### config.mk
export PLATFORM = sky130hd
export DESIGN_NAME = seg_scan_display
export DESIGN_NICKNAME = d
export VERILOG_FILES = /design/src/rtl/clkdisp_pkg.sv /design/src/rtl/scan_counter.sv /design/src/rtl/pos_decoder.sv /design/src/rtl/digit_picker.sv /design/src/rtl/seg_decoder.sv /design/src/rtl/seg_scan_display.sv
export SDC_FILE = /design/constraint.sdc
export NUM_CORES = 1
export LEC_CHECK = 0
export ABC_AREA = 0
export BUFFER_PORTS_ARGS = -buffer_cell sky130_fd_sc_hd__clkbuf_2
export CAP_MARGIN = 20
export CORE_UTILIZATION = 37
export CTS_CLUSTER_DIAMETER = 40
export CTS_CLUSTER_SIZE = 30
export DETAILED_ROUTE_END_ITERATION = 8
export MAX_ROUTING_LAYER = met4
export PLACE_DENSITY_LB_ADDON = 0.2
export SLEW_MARGIN = 20
export SYNTH_ARGS = -nofsm -noshare
export SYNTH_HDL_FRONTEND = slang
export SYNTH_SLANG_ARGS = --single-unit
### constraint.sdc
create_clock -name clk -period 3.1 [get_ports clk]
set_clock_uncertainty 0.2 [all_clocks]
set_input_delay 0.155 -clock clk [delete_from_list [all_inputs] [get_ports clk]]
set_output_delay 0.155 -clock clk [all_outputs]
set_load 0.01 [all_outputs]
### src/rtl/clkdisp_pkg.sv
package clkdisp_pkg;

    localparam int DIGIT_W = 4;
    localparam int SEG_W   = 7;

    localparam logic [DIGIT_W-1:0] CODE_BLANK = 4'b1111;
    localparam logic [DIGIT_W-1:0] CODE_SEP   = 4'b1010;

    // Segment order {a,b,c,d,e,f,g}, active high
    function automatic logic [SEG_W-1:0] seg_pattern(input logic [DIGIT_W-1:0] code);
        logic [SEG_W-1:0] pat;
        case (code)
            4'd0:       pat = 7'b1111110;
            4'd1:       pat = 7'b0110000;
            4'd2:       pat = 7'b1101101;
            4'd3:       pat = 7'b1111001;
            4'd4:       pat = 7'b0110011;
            4'd5:       pat = 7'b1011011;
            4'd6:       pat = 7'b1011111;
            4'd7:       pat = 7'b1110000;
            4'd8:       pat = 7'b1111111;
            4'd9:       pat = 7'b1111011;
            CODE_BLANK: pat = 7'b0000000;
            default:    pat = 7'b0000001;
        endcase
        return pat;
    endfunction

endpackage

### src/rtl/scan_counter.sv
module scan_counter #(
    parameter int POS_W = 3,
    parameter int LAST  = 5
) (
    input  logic             clk,
    input  logic             rst_n,
    input  logic             tick,
    output logic [POS_W-1:0] pos
);

    typedef struct packed {
        logic [POS_W-1:0] pos;
    } scan_state_t;

    localparam logic [POS_W-1:0] LAST_POS = POS_W'(LAST);

    scan_state_t state_d, state_q;

    always_comb begin
        state_d = state_q;
        if (tick) begin
            if (state_q.pos == LAST_POS) begin
                state_d.pos = '0;
            end else begin
                state_d.pos = state_q.pos + 1'b1;
            end
        end
    end

    always_ff @(posedge clk or negedge rst_n) begin
        if (!rst_n) begin
            state_q <= '0;
        end else begin
            state_q <= state_d;
        end
    end

    assign pos = state_q.pos;

endmodule

### src/rtl/pos_decoder.sv
module pos_decoder #(
    parameter int POS_W      = 3,
    parameter int NUM_DIGITS = 6
) (
    input  logic [POS_W-1:0]      pos,
    output logic [NUM_DIGITS-1:0] en
);

    for (genvar i = 0; i < NUM_DIGITS; i++) begin : g_line
        assign en[i] = (pos == POS_W'(i));
    end

endmodule

### src/rtl/digit_picker.sv
module digit_picker
    import clkdisp_pkg::*;
#(
    parameter int POS_W      = 3,
    parameter int NUM_DIGITS = 6
) (
    input  logic [POS_W-1:0]              pos,
    input  logic                          show_alarm,
    input  logic                          blink,
    input  logic [NUM_DIGITS/2-1:0]       flash,
    input  logic [NUM_DIGITS*DIGIT_W-1:0] time_digits,
    input  logic [NUM_DIGITS*DIGIT_W-1:0] alarm_digits,
    output logic [DIGIT_W-1:0]            code
);

    logic [NUM_DIGITS*DIGIT_W-1:0] src;
    logic [DIGIT_W-1:0]            raw;
    logic                          hide;
    logic                          in_range;

    assign src = show_alarm ? alarm_digits : time_digits;

    always_comb begin
        raw      = CODE_SEP;
        hide     = 1'b0;
        in_range = 1'b0;
        for (int i = 0; i < NUM_DIGITS; i++) begin
            if (pos == POS_W'(i)) begin
                raw      = src[(NUM_DIGITS-1-i)*DIGIT_W +: DIGIT_W];
                hide     = flash[i/2] & blink;
                in_range = 1'b1;
            end
        end
        if (!in_range) begin
            code = CODE_SEP;
        end else if (hide) begin
            code = CODE_BLANK;
        end else begin
            code = raw;
        end
    end

endmodule

### src/rtl/seg_decoder.sv
module seg_decoder
    import clkdisp_pkg::*;
(
    input  logic [DIGIT_W-1:0] code,
    output logic [SEG_W-1:0]   seg
);

    assign seg = seg_pattern(code);

endmodule

### src/rtl/seg_scan_display.sv
module seg_scan_display
    import clkdisp_pkg::*;
#(
    parameter int NUM_DIGITS  = 6,
    parameter bit SKIP_UNUSED = 1'b1
) (
    input  logic                          clk,
    input  logic                          rst_n,
    input  logic                          scan_tick,
    input  logic                          show_alarm,
    input  logic                          blink,
    input  logic                          flash_hr,
    input  logic                          flash_min,
    input  logic                          flash_sec,
    input  logic [NUM_DIGITS*DIGIT_W-1:0] time_digits,
    input  logic [NUM_DIGITS*DIGIT_W-1:0] alarm_digits,
    output logic [NUM_DIGITS-1:0]         digit_en,
    output logic [SEG_W-1:0]              seg,
    output logic [$clog2(NUM_DIGITS)-1:0] scan_pos
);

    localparam int POS_W  = $clog2(NUM_DIGITS);
    localparam int FIELDS = NUM_DIGITS / 2;
    localparam int LAST   = SKIP_UNUSED ? NUM_DIGITS - 1 : (1 << POS_W) - 1;

    logic [FIELDS-1:0]  flash;
    logic [DIGIT_W-1:0] code;

    // field 0 = hours (leftmost), field 2 = seconds
    assign flash = {flash_sec, flash_min, flash_hr};

    scan_counter #(.POS_W(POS_W), .LAST(LAST)) u_cnt (
        .clk   (clk),
        .rst_n (rst_n),
        .tick  (scan_tick),
        .pos   (scan_pos)
    );

    pos_decoder #(.POS_W(POS_W), .NUM_DIGITS(NUM_DIGITS)) u_dec (
        .pos (scan_pos),
        .en  (digit_en)
    );

    digit_picker #(.POS_W(POS_W), .NUM_DIGITS(NUM_DIGITS)) u_pick (
        .pos          (scan_pos),
        .show_alarm   (show_alarm),
        .blink        (blink),
        .flash        (flash),
        .time_digits  (time_digits),
        .alarm_digits (alarm_digits),
        .code         (code)
    );

    seg_decoder u_seg (
        .code (code),
        .seg  (seg)
    );

endmodule

==> flow_summary.yaml <==
status:
  outcome: "finished clean"
die:
  die_w_um: 53.9
  coreArea_um2: 2500
  row_count: 18
  start_util: 0.398
  num_io_pins: 72
  die_h_um: 53.9
  dieArea_um2: 2900
clock_tree:
  numClockSinks: 3
  cts_inserted_buffers: 3
  root_buffer: "clkbuf_4"
  clk_pin_slew_ns: 0.04
  cts_tree: "done"
  clkLatencyLatePin_ns: 0.23
  h-tree-depth: 1
  cts_buffer_depth: 2
place:
  gp_congestion: 0.788
  io_buffers: 71
  place_ws_ns: 0.305
  hpwlAfterDp_mm: 2.27
synth:
  yosysTopAreaCell: "mux2i_1"
  ys.flop_type: "dfrtp_1"
  synth_fp_nets: 179
  synth_edf_count: 0
  syn_area_um2: 995
  ys_ff_latch: 3
  synth_top_area_share: 0.181
  yosys.cell_types.count: 43
  async_flop_share: 1.00
  avgSynthCellArea_um2: 8.58
  syn_inst: 116
  seq_area_frac_synth: 0.0755
  yosysWarnings: 0
  synthTopCellsByArea: "mux2i_1 (18%), ha_1 (8.8%), dfrtp_1 (7.5%)"
timing:
  fin_ws_ns: 0.0850
  slew_headroom: 0.667
  drv_slew: 0
  setup_viol: 0
  tightest_slew_ns: 0.497
  layout_min_cycle_time_ns: 3.01
  report.final.hold_viol_count: 0
  fmax_ghz: 0.332
  post-route-period-util: 0.973
  rsz0062_at_grt: "yes"
  timing.setup.tns_ns: 0
final_layout:
  layout_common_cells: "clkbuf_2 (71), mux2i_1 (18), buf_4 (10), nand2_1 (8), ha_1 (7)"
  final_common_cell: "clkbuf_2"
  syn_to_final_growth_pct: 46.7
  nets: 259
  largest_register_ffs: 3
  fin_util: 0.584
  antenna_cells: 0
  drive_above_1_share: 0.523
worst_hold_path:
  hold_path_class: "in2async"
power:
  power.density_nw_per_um2: 960
  vdd_drop_max_uv: 649
  leakage_nw: 0.809
  total_power_w: 0.00140
worst_setup_path:
  crit_arrival_ns: 2.66
  worstSetupStartpointType: "register"
  r2r-start: "u_cnt.pos[1]$_DFFE_PN0P_"
  worstSetupPathType: "reg2out"
  end_kind: "primary output"
  worst-path-max-fanout: 10
  crit_start: "u_cnt.pos[1]$_DFFE_PN0P_"
  required_ns: 2.74
global_route:
  grt_antenna_before_repair: 0
  grt_first_pass_wirelength_mm: 3.94
  grt_pass1_vias: 971
  grt_usage: 0.193
  grt_overflow: 0
  grt_max_degree: 17
detailed_routing:
  antenna_left: 0
  viasPerCell: 5.12
  drt_wl_total_mm: 2.79
  drt_iter0_markers: 17
  drc: 0
  via_count: 1151
  first_pass_iters: 4
  wl_per_cell_um: 12.4
run:
  maxCapViolCount: 0
-- power by group --
| part | switching (W) | internal (W) | leakage, nW |
|---|---|---|---|
| registers | 0.00000800 | 0.0000591 | 0.0359 |
| clock network | 0.0000210 | 0.0000483 | 0.0150 |
| logic | 0.000681 | 0.000583 | 0.758 |
| total | 0.000710 | 0.000691 | 0.809 |
-- cell type report --
class,count,area (um2)
Timing Repair Buffer,83,450
Sequential cell,3,76.3
Multi-Input combinational cell,98,842
Tap cell,30,37.5
Inverter,7,26.3
Fill cell,233,1040
Clock buffer,4,26.3
-- per-layer routing --
metal | vias to the layer above | global-route usage | wire length (um)
met5 | - | - | 0
met4 | 0 | 0.0965 | 16
li1 | 592 | - | -
met1 | 506 | 0.229 | 1250
met3 | 2 | 0.0226 | 189
met2 | 51 | 0.319 | 1340
-- critical path: stages, from the launching register on --
cell	delay [ns]
dfrtp_1	0.37
and2_1	0.16
ha_1	0.19
buf_4	0.17
nand2_1	0.06
nand4_1	0.13
o211ai_1	0.16
o2111a_2	0.32
inv_1	0.08
ha_1	0.22
mux2_1	0.32
o21ai_2	0.11
clkbuf_2	0.14
-- synth_stat cells (4+ instances only) --
| cell type | number |
|---|---|
| mux2i_1 | 18 |
| a21oi_1 | 4 |
| mux2_2 | 4 |
| ha_1 | 7 |
| nand2b_1 | 5 |
| nand2_1 | 8 |
| o21ai_1 | 5 |
| buf_6 | 4 |
| inv_1 | 6 |
| nor2_1 | 5 |
-- cells by family (layout without fill, tap and decap cells) --
family	Yosys count	count (layout)	share of synthesized area
AND/OR/NAND/NOR	34	34	0.225
AO/OA/AOI/OAI	30	30	0.218
multiplexers	26	26	0.294
buffers and inverters	15	94	0.0905
adder cells (fa/ha/maj)	7	7	0.0880
flip-flops	3	3	0.0755
XOR/XNOR	1	1	0.00881
-- repair_timing --
item	CTS	global route
hold buffers	2	0
endpoints found under the setup margin	0	5
gates resized for setup	0	2
hold endpoints to repair	5	0
setup buffers	0	3
-- stage by stage --
stage	hold WS [ns]	std cells	instance area (um2)
2_1_floorplan	-0.341	116	1000
3_3_place_gp	-0.247	216	1380
3_5_place_dp	-0.247	216	1380
4_1_cts	0.0478	222	1430
5_1_grt	0.0738	225	1460
6_report	0.0688	225	1460
-- path summary, 6_finish.rpt --
kind / slack [ns] / cells past startpoint / to
worst max-delay path: 0.09 / 12 / seg[6]
worst min-delay path: 0.07 / 2 / u_cnt.pos[1]$_DFFE_PN0P_
worst max register to register: 1.63 / 4 / u_cnt.pos[2]$_DFFE_PN0P_
worst min register to register: 0.40 / 2 / u_cnt.pos[2]$_DFFE_PN0P_
max in group asynchronous: 2.51 / 2 / u_cnt.pos[0]$_DFFE_PN0P_
min in group clk: 0.40 / 2 / u_cnt.pos[2]$_DFFE_PN0P_
(Power assumes the default switching activity.)
